[config.mk]
export PLATFORM = sky130hd
export DESIGN_NAME = lt_link_act
export DESIGN_NICKNAME = d
export VERILOG_FILES = /design/src/rtl/lt_act_pkg.sv /design/src/rtl/lt_act_tmr.sv /design/src/rtl/lt_link_act.sv
export SDC_FILE = /design/constraint.sdc
export NUM_CORES = 1
export LEC_CHECK = 0
export CAP_MARGIN = 15
export CELL_PAD_IN_SITES_DETAIL_PLACEMENT = 2
export CELL_PAD_IN_SITES_GLOBAL_PLACEMENT = 2
export CORE_ASPECT_RATIO = 1.75
export CORE_MARGIN = 8
export CORE_UTILIZATION = 36
export CTS_BUF_LIST = sky130_fd_sc_hd__clkbuf_2 sky130_fd_sc_hd__clkbuf_4 sky130_fd_sc_hd__clkbuf_8
export CTS_CLUSTER_SIZE = 30
export DETAILED_ROUTE_END_ITERATION = 7
export DONT_BUFFER_PORTS = 1
export GPL_ROUTABILITY_DRIVEN = 0
export PLACE_DENSITY = 0.76
export SLEW_MARGIN = 10
export SYNTH_ARGS = -nofsm -noshare
export SYNTH_HDL_FRONTEND = slang
export SYNTH_SLANG_ARGS = --single-unit
[constraint.sdc]
create_clock -name clk -period 2.75 [get_ports clk]
set_input_delay 0.825 -clock clk [delete_from_list [all_inputs] [get_ports clk]]
set_output_delay 0.825 -clock clk [all_outputs]
set_load 0.01 [all_outputs]
[src/rtl/lt_act_pkg.sv]
`timescale 1ns/1ps
package lt_act_pkg;

    typedef enum logic [2:0] {
        ST_IDLE  = 3'd0,
        ST_ALERT = 3'd1,
        ST_WAIT  = 3'd2,
        ST_TRAIN = 3'd3,
        ST_FRAME = 3'd4,
        ST_UP    = 3'd5,
        ST_DRAIN = 3'd6
    } lnk_state_e;

    typedef enum logic [2:0] {
        TX_QUIET  = 3'd0,
        TX_TONE   = 3'd1,
        TX_TRAIN  = 3'd2,
        TX_SFRAME = 3'd3,
        TX_DATA   = 3'd4
    } tx_sig_e;

    localparam int NTMR    = 6;
    localparam int TM_T0   = 0;
    localparam int TM_T1   = 1;
    localparam int TM_T2   = 2;
    localparam int TM_T3   = 3;
    localparam int TM_TONE = 4;
    localparam int TM_LOSS = 5;

    function automatic tx_sig_e tx_for(input lnk_state_e s);
        case (s)
            ST_ALERT: return TX_TONE;
            ST_TRAIN: return TX_TRAIN;
            ST_FRAME: return TX_SFRAME;
            ST_UP:    return TX_DATA;
            default:  return TX_QUIET;
        endcase
    endfunction

endpackage

[src/rtl/lt_act_tmr.sv]
`timescale 1ns/1ps
module lt_act_tmr #(
    parameter int unsigned LOAD = 1
) (
    input  logic clk,
    input  logic rst_n,
    input  logic tick_i,
    input  logic start_i,
    input  logic stop_i,
    output logic run_o,
    output logic exp_o
);

    localparam int unsigned CW = (LOAD < 2) ? 1 : $clog2(LOAD + 1);

    typedef struct packed {
        logic [CW-1:0] cnt;
        logic          run;
        logic          exp;
    } tmr_t;

    tmr_t tmr_q, tmr_d;

    always_comb begin
        tmr_d     = tmr_q;
        tmr_d.exp = 1'b0;
        if (start_i) begin
            tmr_d.cnt = CW'(LOAD);
            tmr_d.run = 1'b1;
        end else if (stop_i) begin
            tmr_d.run = 1'b0;
        end else if (tmr_q.run && tick_i) begin
            if (tmr_q.cnt == CW'(1)) begin
                tmr_d.run = 1'b0;
                tmr_d.exp = 1'b1;
            end else begin
                tmr_d.cnt = tmr_q.cnt - CW'(1);
            end
        end
    end

    always_ff @(posedge clk or negedge rst_n) begin
        if (!rst_n) tmr_q <= '0;
        else        tmr_q <= tmr_d;
    end

    assign run_o = tmr_q.run;
    assign exp_o = tmr_q.exp;

    AST_EXP_SINGLE: assert property (@(posedge clk) disable iff (!rst_n)
        tmr_q.exp |=> !tmr_q.exp);
    AST_START_LOADS: assert property (@(posedge clk) disable iff (!rst_n)
        start_i |=> (tmr_q.run && tmr_q.cnt == CW'(LOAD) && !tmr_q.exp));
    AST_FROZEN_NO_TICK: assert property (@(posedge clk) disable iff (!rst_n)
        (!tick_i && !start_i) |=> $stable(tmr_q.cnt));

endmodule

[src/rtl/lt_link_act.sv]
`timescale 1ns/1ps
module lt_link_act
    import lt_act_pkg::*;
#(
    parameter int unsigned T0_MS     = 15000,
    parameter int unsigned T1_MS     = 480,
    parameter int unsigned T2_MS     = 40,
    parameter int unsigned T3_MS     = 520,
    parameter int unsigned LOSS_MS   = 480,
    parameter int unsigned TONE_MS   = 3,
    parameter int unsigned SCALE_DIV = 1
) (
    input  logic       clk,
    input  logic       rst_n,
    input  logic       tick_i,
    input  logic       act_req_i,
    input  logic       deact_req_i,
    input  logic       rx_tone_i,
    input  logic       ec_conv_i,
    input  logic       sf_sync_i,
    input  logic       bf_sync_i,
    output logic [2:0] tx_sel_o,
    output logic [2:0] state_o,
    output logic [3:0] tmr_exp_o
);

    function automatic int unsigned scaled(input int unsigned ms);
        int unsigned v;
        v = ms / SCALE_DIV;
        return (v == 0) ? 1 : v;
    endfunction

    function automatic int unsigned load_of(input int idx);
        case (idx)
            TM_T0:   return scaled(T0_MS);
            TM_T1:   return scaled(T1_MS);
            TM_T2:   return scaled(T2_MS);
            TM_T3:   return scaled(T3_MS);
            TM_TONE: return (TONE_MS == 0) ? 1 : TONE_MS;
            default: return scaled(LOSS_MS);
        endcase
    endfunction

    typedef struct packed {
        lnk_state_e state;
        tx_sig_e    tx;
    } fsm_t;

    fsm_t            fsm_q, fsm_d;
    logic [NTMR-1:0] tmr_start, tmr_stop, tmr_run, tmr_exp;

    for (genvar g = 0; g < NTMR; g++) begin : g_tmr
        lt_act_tmr #(.LOAD(load_of(g))) u_tmr (
            .clk     (clk),
            .rst_n   (rst_n),
            .tick_i  (tick_i),
            .start_i (tmr_start[g]),
            .stop_i  (tmr_stop[g]),
            .run_o   (tmr_run[g]),
            .exp_o   (tmr_exp[g])
        );
    end

    always_comb begin
        fsm_d     = fsm_q;
        tmr_start = '0;
        tmr_stop  = '0;
        case (fsm_q.state)
            ST_IDLE: begin
                if (act_req_i) begin
                    fsm_d.state        = ST_ALERT;
                    tmr_start[TM_T0]   = 1'b1;
                    tmr_start[TM_TONE] = 1'b1;
                end else if (rx_tone_i) begin
                    fsm_d.state      = ST_TRAIN;
                    tmr_start[TM_T0] = 1'b1;
                end
            end
            ST_ALERT: begin
                if (tmr_exp[TM_TONE]) begin
                    fsm_d.state      = ST_WAIT;
                    tmr_start[TM_T1] = 1'b1;
                end
            end
            ST_WAIT: begin
                if (rx_tone_i) begin
                    fsm_d.state     = ST_TRAIN;
                    tmr_stop[TM_T1] = 1'b1;
                end else if (tmr_exp[TM_T1]) begin
                    fsm_d.state = ST_IDLE;
                    tmr_stop    = '1;
                end
            end
            ST_TRAIN: begin
                if (ec_conv_i) fsm_d.state = ST_FRAME;
            end
            ST_FRAME: begin
                if (sf_sync_i) begin
                    fsm_d.state     = ST_UP;
                    tmr_stop[TM_T0] = 1'b1;
                end
            end
            ST_UP: begin
                if (tmr_exp[TM_LOSS] || deact_req_i) begin
                    fsm_d.state       = ST_DRAIN;
                    tmr_start[TM_T2]  = 1'b1;
                    tmr_start[TM_T3]  = 1'b1;
                    tmr_stop[TM_LOSS] = 1'b1;
                end else if (bf_sync_i) begin
                    tmr_stop[TM_LOSS] = 1'b1;
                end else if (!tmr_run[TM_LOSS]) begin
                    tmr_start[TM_LOSS] = 1'b1;
                end
            end
            ST_DRAIN: begin
                if (tmr_exp[TM_T2] || tmr_exp[TM_T3]) begin
                    fsm_d.state = ST_IDLE;
                    tmr_stop    = '1;
                end else if (act_req_i) begin
                    fsm_d.state        = ST_ALERT;
                    tmr_start[TM_T0]   = 1'b1;
                    tmr_start[TM_TONE] = 1'b1;
                    tmr_stop[TM_T2]    = 1'b1;
                    tmr_stop[TM_T3]    = 1'b1;
                end
            end
            default: begin
                fsm_d.state = ST_IDLE;
                tmr_stop    = '1;
            end
        endcase
        // abort supervisor overrides any other move in this cycle
        if (tmr_exp[TM_T0] && fsm_q.state != ST_IDLE) begin
            fsm_d.state = ST_IDLE;
            tmr_start   = '0;
            tmr_stop    = '1;
        end
        fsm_d.tx = tx_for(fsm_d.state);
    end

    always_ff @(posedge clk or negedge rst_n) begin
        if (!rst_n) fsm_q <= '{state: ST_IDLE, tx: TX_QUIET};
        else        fsm_q <= fsm_d;
    end

    assign state_o   = fsm_q.state;
    assign tx_sel_o  = fsm_q.tx;
    assign tmr_exp_o = tmr_exp[TM_T3:TM_T0];

    AST_IDLE_TIMERS_OFF: assert property (@(posedge clk) disable iff (!rst_n)
        (fsm_q.state == ST_IDLE && $past(fsm_q.state) == ST_IDLE) |-> (tmr_run == '0));
    AST_ALERT_EXIT: assert property (@(posedge clk) disable iff (!rst_n)
        (fsm_q.state == ST_ALERT) |=> (fsm_q.state inside {ST_ALERT, ST_WAIT, ST_IDLE}));
    AST_UP_FROM_FRAME: assert property (@(posedge clk) disable iff (!rst_n)
        (fsm_q.state == ST_UP && $past(fsm_q.state) != ST_UP) |-> ($past(fsm_q.state) == ST_FRAME));
    AST_UP_NO_ABORT: assert property (@(posedge clk) disable iff (!rst_n)
        (fsm_q.state == ST_UP) |-> !tmr_run[TM_T0]);
    AST_DRAIN_EXIT: assert property (@(posedge clk) disable iff (!rst_n)
        (fsm_q.state == ST_DRAIN) |=> (fsm_q.state inside {ST_DRAIN, ST_IDLE, ST_ALERT}));
    AST_ABORT_TO_IDLE: assert property (@(posedge clk) disable iff (!rst_n)
        (tmr_exp[TM_T0] && fsm_q.state != ST_IDLE) |=> (fsm_q.state == ST_IDLE));
    AST_ABORT_WINS: assert property (@(posedge clk) disable iff (!rst_n)
        (tmr_exp[TM_T0] && fsm_q.state == ST_FRAME && sf_sync_i) |=> (fsm_q.state != ST_UP));

endmodule

**Word level (Yosys, flattened, before mapping)**

Index checks and enable logic that the tools add are counted.

- Register bits after elaboration: 68
- Output and inout port bits: 10
- Bits in read-only memories: 0
- Memories kept: 0
- Bits in writable memories: 0
- Logic and storage cells: 188
- Input port bits: 9
- Latch bits: 0

- Bitwise gates (word level): 0
- $mul: 0
- Div/mod/pow operators: 0
- Reductions and logical operators: 44
- Shifts and indexed selects: 0
- Multiplexer cells: 90
- Add/sub/neg operators: 6
- Magnitude comparators: 0
- Eq/ne operators: 28

Operator list:

| operator | count |
|---|---|
| two-way mux 10 bit | 4 |
| nonzero test 3 bit | 13 |
| two-way mux 3 bit | 12 |
| two-way mux 9 bit | 4 |
| two-way mux 1 bit | 33 |
| two-way mux 11 bit | 3 |
| two-way mux 6 bit | 5 |
| two-way mux 14 bit | 2 |
| two-way mux 2 bit | 13 |
| != test 2 bit, second input constant | 12 |
| one-hot mux 3 bit (7 select lines) | 1 |
| == test 9 x 1 -> 1 bit, second input constant | 2 |
| AND reduction 3 bit | 6 |
| subtractor 9 x 1 -> 9 bit, second input constant | 2 |
| two-way mux 16 bit | 1 |
| == test 3 bit, second input constant | 5 |
| two-way mux 15 bit | 1 |
| == test 14 x 1 -> 1 bit, second input constant | 1 |
| subtractor 14 x 1 -> 14 bit, second input constant | 1 |
| two-way mux 12 bit | 1 |
| one-hot mux 3 bit (4 select lines) | 1 |
| one-hot mux 4 bit (3 select lines) | 1 |
| AND reduction 2 bit | 6 |
| nonzero test 2 bit | 6 |
| other kinds (18) | 32 |

**Depth between registers and ports, before layout**

- Depth in word-level cells: 7
- Gate-level depth with buffers: 8
- Mapped depth without buffers: 7

**Cells and area by module**

Synthesis repeated with hierarchy kept, for this count alone.

- Cells, all modules: 439
- Area, all modules: 4154.0 sq um

Modules (own cells, without submodules):

| module | sequential area each (sq um) | cells an instance | times used | area an instance (sq um) |
|---|---|---|---|---|
| lt_act_tmr at g_tmr[1].u_tmr ... | 275.3 | 65 | 2 | 654.4 |
| lt_act_tmr at g_tmr[0].u_tmr | 400.4 | 99 | 1 | 939.7 |
| lt_act_tmr at g_tmr[3].u_tmr | 300.3 | 66 | 1 | 653.1 |
| lt_link_act | 150.1 | 79 | 1 | 600.6 |
| lt_act_tmr at g_tmr[2].u_tmr | 200.2 | 48 | 1 | 456.7 |
| lt_act_tmr at g_tmr[4].u_tmr | 100.1 | 17 | 1 | 195.2 |

**Worst setup path after synthesis**

OpenSTA, ideal clock, no wires.

- Path kind: input-to-reg
- From: in act_req_i
- To: reg fsm_q (netlist bit tx_sel_o[0])
- Stages on the path: 5
- Data required time: 2.650 ns
- Arrival time: 2.170 ns
- Setup time: 0.100 ns
- Buffers on the path: 1
- Slack: 0.479 ns
- Cells stage by stage: clkbuf_1 > nand2b_1 > a22o_1 > a2111oi_0 > nor4bb_1

RTL lines:

| element | RTL line | text |
|---|---|---|
| start, declared | lt_link_act.sv:16 | `input logic act_req_i,` |
| end signal, assigned | lt_link_act.sv:142 | `if (!rst_n) fsm_q <= '{state: ST_IDLE, tx: TX_QUIET};` |
| end signal, assigned | lt_link_act.sv:143 | `else fsm_q <= fsm_d;` |
| end, declared | lt_link_act.sv:49 | `fsm_t fsm_q, fsm_d;` |

**Final worst setup path**

- From: reg fsm_q (netlist bit state_o[1])
- To: reg g_tmr[0].u_tmr.tmr_q[10] (netlist name)

- Word-level cells in the longest chain between the ends: 6
- Elaborated cells between the ends (all ways): 19
- Classes of those cells: eq/ne: 8; mux: 5; reduce/logical: 6

RTL lines:

| element | RTL line | text |
|---|---|---|
| == test 3 bit, or another cell as far along | lt_link_act.sv:68 | `case (fsm_q.state)` |
| OR reduction 4 bit (no line) | - |  |
| one-hot mux 1 bit (4 select lines) | lt_link_act.sv:68 |  |
| two-way mux 6 bit | lt_link_act.sv:133 | `if (tmr_exp[TM_T0] && fsm_q.state != ST_IDLE) begin` |
| != test 2 bit (no line) | - |  |
| AND reduction 3 bit (no line) | - |  |
| end signal, assigned | lt_act_tmr.sv:44 | `else tmr_q <= tmr_d;` |
| end, declared | lt_act_tmr.sv:22 | `tmr_t tmr_q, tmr_d;` |

Several ways; a longest one is shown, not always the timed one.
A chain may end at the register's enable or synchronous reset.

==> run_results.csv <==
group,metric,value,unit
outcome,status,"completed",
sta,fmax,428,MHz
cts,cts_root_buffer,"clkbuf_8",
sta,hold_ws,157,ps
floorplan,start_util,37.1,%
sta,hold_violations,0,
sta,rsz0062_at_grt,"no",
cts,clk_pin_slew,70,ps
cts,clockBufferDepth,2,
finish,fin_area,4300,um^2
critical_path,worst-path-max-fanout,14,
cts,numClockSinks,68,
synth,ys_ff_latch,68,
sta,worst_pin_slew,700,ps
power,powerDensity,997,nW/um^2
placement,place_hpwl,8450,um
synth,synth_edf_count,0,
finish,syn_to_final_growth,8.48,%
sta,clock_skew,8.29,ps
sta,finalSetupTns,0,ps
global_routing,grt_pass1_wl,19700,um
sta,finalMaxSlewViolations,0,
floorplan,die_w,95.4,um
cts,cts_tree,"built",
placement,io_buffers,0,
sta,layout_setup_ws,414,ps
global_routing,grt_pass1_vias,3934,
critical_path,reg2reg_slack,410,ps
global_routing,antenna_found_initial,0,
finish,layout-drive-gt1-share,9.66,%
sta,timing.final.crit_share,85.0,%
finish,antenna_cells,0,
power,power,4290,uW
synth,synth_area,3970,um^2
synth,async_flop_share,100,%
finish,multiInputGateArea,2080,um^2
synth,syn_avg_cell_area,9.16,um^2
cts,cts_setup_buffers,0,
critical_path,arrival,2610,ps
floorplan,die-area,14800,um^2
power,irDropWorstVdd,0.309,mV
critical_path,path_cells,"buf_4 > or4bb_1 > o2111a_1 > nand3_1 > or3_1 > a21oi_1",
finish,regArea,1700,um^2
floorplan,rows,50,
cts,cts_resized,0,
global_routing,gr-total-overflow,0,
sta,slew_headroom,52.7,%
power,p_leak,0.00170,uW
cts,ctsHoldBuffers,0,
synth,netlist_instances,433,
detailed_routing,antenna_left,0,
detailed_routing,avgViaCountPerCell,5.99,
placement,place_area,4100,um^2
run,drv_cap,0,
critical_path,required,3030,ps
critical_path,cp-end-kind,"flop",
synth,syn-num-nets,453,
synth,synth_seq_area_share,42.9,%
floorplan,ios,19,
critical_path,worst_setup_path_start_kind,"flop",
critical_path,crit_slowest_cell,"dfrtp_1",
sta,finalSetupViolCount,0,
critical_path,crit_type,"reg -> reg",
detailed_routing,dr.pass1.iters,4,
synth,yosysWarnings,0,
floorplan,die_h,155,um
global_routing,track_usage,16.7,%
synth,ys.flop_type,"dfrtp_1",
detailed_routing,drcViolationCount,0,
placement,dp_slack,361,ps
detailed_routing,drt-initial-drc-count,76,
finish,fin_nets,452,
cts,insertion_delay,350,ps
cts,cts_max_level,3,
worst_hold_path,min_path_type,"in -> async",
cts,cts_made_buffers,9,
synth,synth_cell_types,64,
floorplan,core-area,10700,um^2
sta,min_period,2340,ps
detailed_routing,vias,3387,
detailed_routing,wl,11300,um
detailed_routing,wire_per_inst,20.1,um
critical_path,cp_slowest_stage_delay,610,ps
finish,nFillCells,1187,
global_routing,grt_max_degree,69,
==> cells in the mapped netlist (all sizes together), types with 3 or more instances <==
master,n,area (um^2)
or3b,3,26.3
a211oi,5,37.5
o211ai,8,60.1
nand4,12,75.1
or3,16,100
nor4b,5,50.0
mux2i,3,30.0
a21oi,11,55.1
nor2,39,146
xor2,7,61.3
inv,19,71.3
o21ai,26,130
clkbuf,13,48.8
o41ai,3,26.3
and2,5,31.3
ha,11,138
o31ai,9,72.6
or4,12,97.6
or4b,3,30.0
nand3b,3,22.5
buf,9,61.3
nor3,22,110
or2,5,31.3
nand2,33,126
dfrtp,68,1700
nand2b,8,50.1
nand3,18,95.1
nor4,9,56.3
o2111ai,3,26.3
xnor2,7,61.3
a21o,4,30.0
==> cells in the final DEF (no fill, tap or decap), types with 12 or more instances in the layout <==
cell type | synthesis | routed
clkbuf_8 | 0 | 13
dfrtp_1 | 68 | 68
inv_1 | 19 | 19
nand2_1 | 32 | 32
nand3_1 | 17 | 17
nand4_1 | 12 | 12
nor2_1 | 39 | 39
nor3_1 | 22 | 22
o21ai_0 | 26 | 26
or3_1 | 16 | 16
==> flip-flops by register name (all words and copies together) (netlist names) <==
name / flops
g_tmr.u_tmr.tmr_q: 50
g_tmr.u_tmr.run_o: 6
g_tmr.u_tmr.exp_o: 6
tx_sel_o: 3
state_o: 3
==> layer usage <==
| metal | GRT usage (%) | vias to the layer above | part of all wire (%) |
|---|---|---|---|
| met5 | 0 | - | 0 |
| met4 | 6.96 | 0 | 2.6 |
| met3 | 3.95 | 21 | 3.4 |
| met2 | 31.0 | 34 | 56 |
| met1 | 17.1 | 1740 | 38 |
| li1 | - | 1592 | - |
==> through the flow <==
stage               util, %  instances
floorplan                 -        433
global placement       38.3        551
detailed placement     38.3        551
CTS                    40.2        565
global route           40.2        565
finish                 40.2        565
==> path summary, 6_finish.rpt <==
kind	to	depth (start not counted)	from
max	g_tmr[0].u_tmr.tmr_q[10]$_DFFE_PN0P_	6	state_o[1]$_DFF_PN0_
max in group asynchronous	g_tmr[1].u_tmr.tmr_q[10]$_DFFE_PN0P_	0	rst_n
max reg2reg	g_tmr[0].u_tmr.tmr_q[10]$_DFFE_PN0P_	6	state_o[1]$_DFF_PN0_
min reg2reg	g_tmr[5].u_tmr.tmr_q[5]$_DFFE_PN0P_	1	g_tmr[5].u_tmr.tmr_q[5]$_DFFE_PN0P_
min in group clk	g_tmr[5].u_tmr.tmr_q[5]$_DFFE_PN0P_	1	g_tmr[5].u_tmr.tmr_q[5]$_DFFE_PN0P_
min	g_tmr[0].u_tmr.tmr_q[5]$_DFFE_PN0P_	0	rst_n
==> area by class of cell <==
cell class | instances | share of cell area (%)
Timing Repair Buffer | 10 | 1.74
Sequential cell | 68 | 39.5
Multi-Input combinational cell | 324 | 48.4
Tap cell | 130 | 3.78
Clock buffer | 13 | 4.16
Clock inverter | 1 | 0.698
Inverter | 19 | 1.66
==> kinds of logic after synthesis <==
| logic type | Yosys count | synth area share (%) |
|---|---|---|
| AND/OR/NAND/NOR | 206 | 29.3 |
| flip-flops | 68 | 42.9 |
| multiplexers | 3 | 0.757 |
| XOR/XNOR | 14 | 3.09 |
| buffers and inverters | 41 | 4.57 |
| adder cells (fa/ha/maj) | 11 | 3.47 |
| AO/OA/AOI/OAI | 90 | 15.9 |
==> worst max-delay path: cells and delay by family (launching register included) <==
family / cells / cell delay (ps)
buf+inv: 1 / 270
compound gates: 2 / 400
simple gates: 3 / 980
flops: 1 / 610
==> report_power, final <==
group / switching (uW) / leakage (uW) / internal (uW)
logic: 978 / 0.000782 / 688
clock network: 388 / 0.000108 / 509
registers: 384 / 0.000811 / 1350
Power figures use the tool's default switching activity.
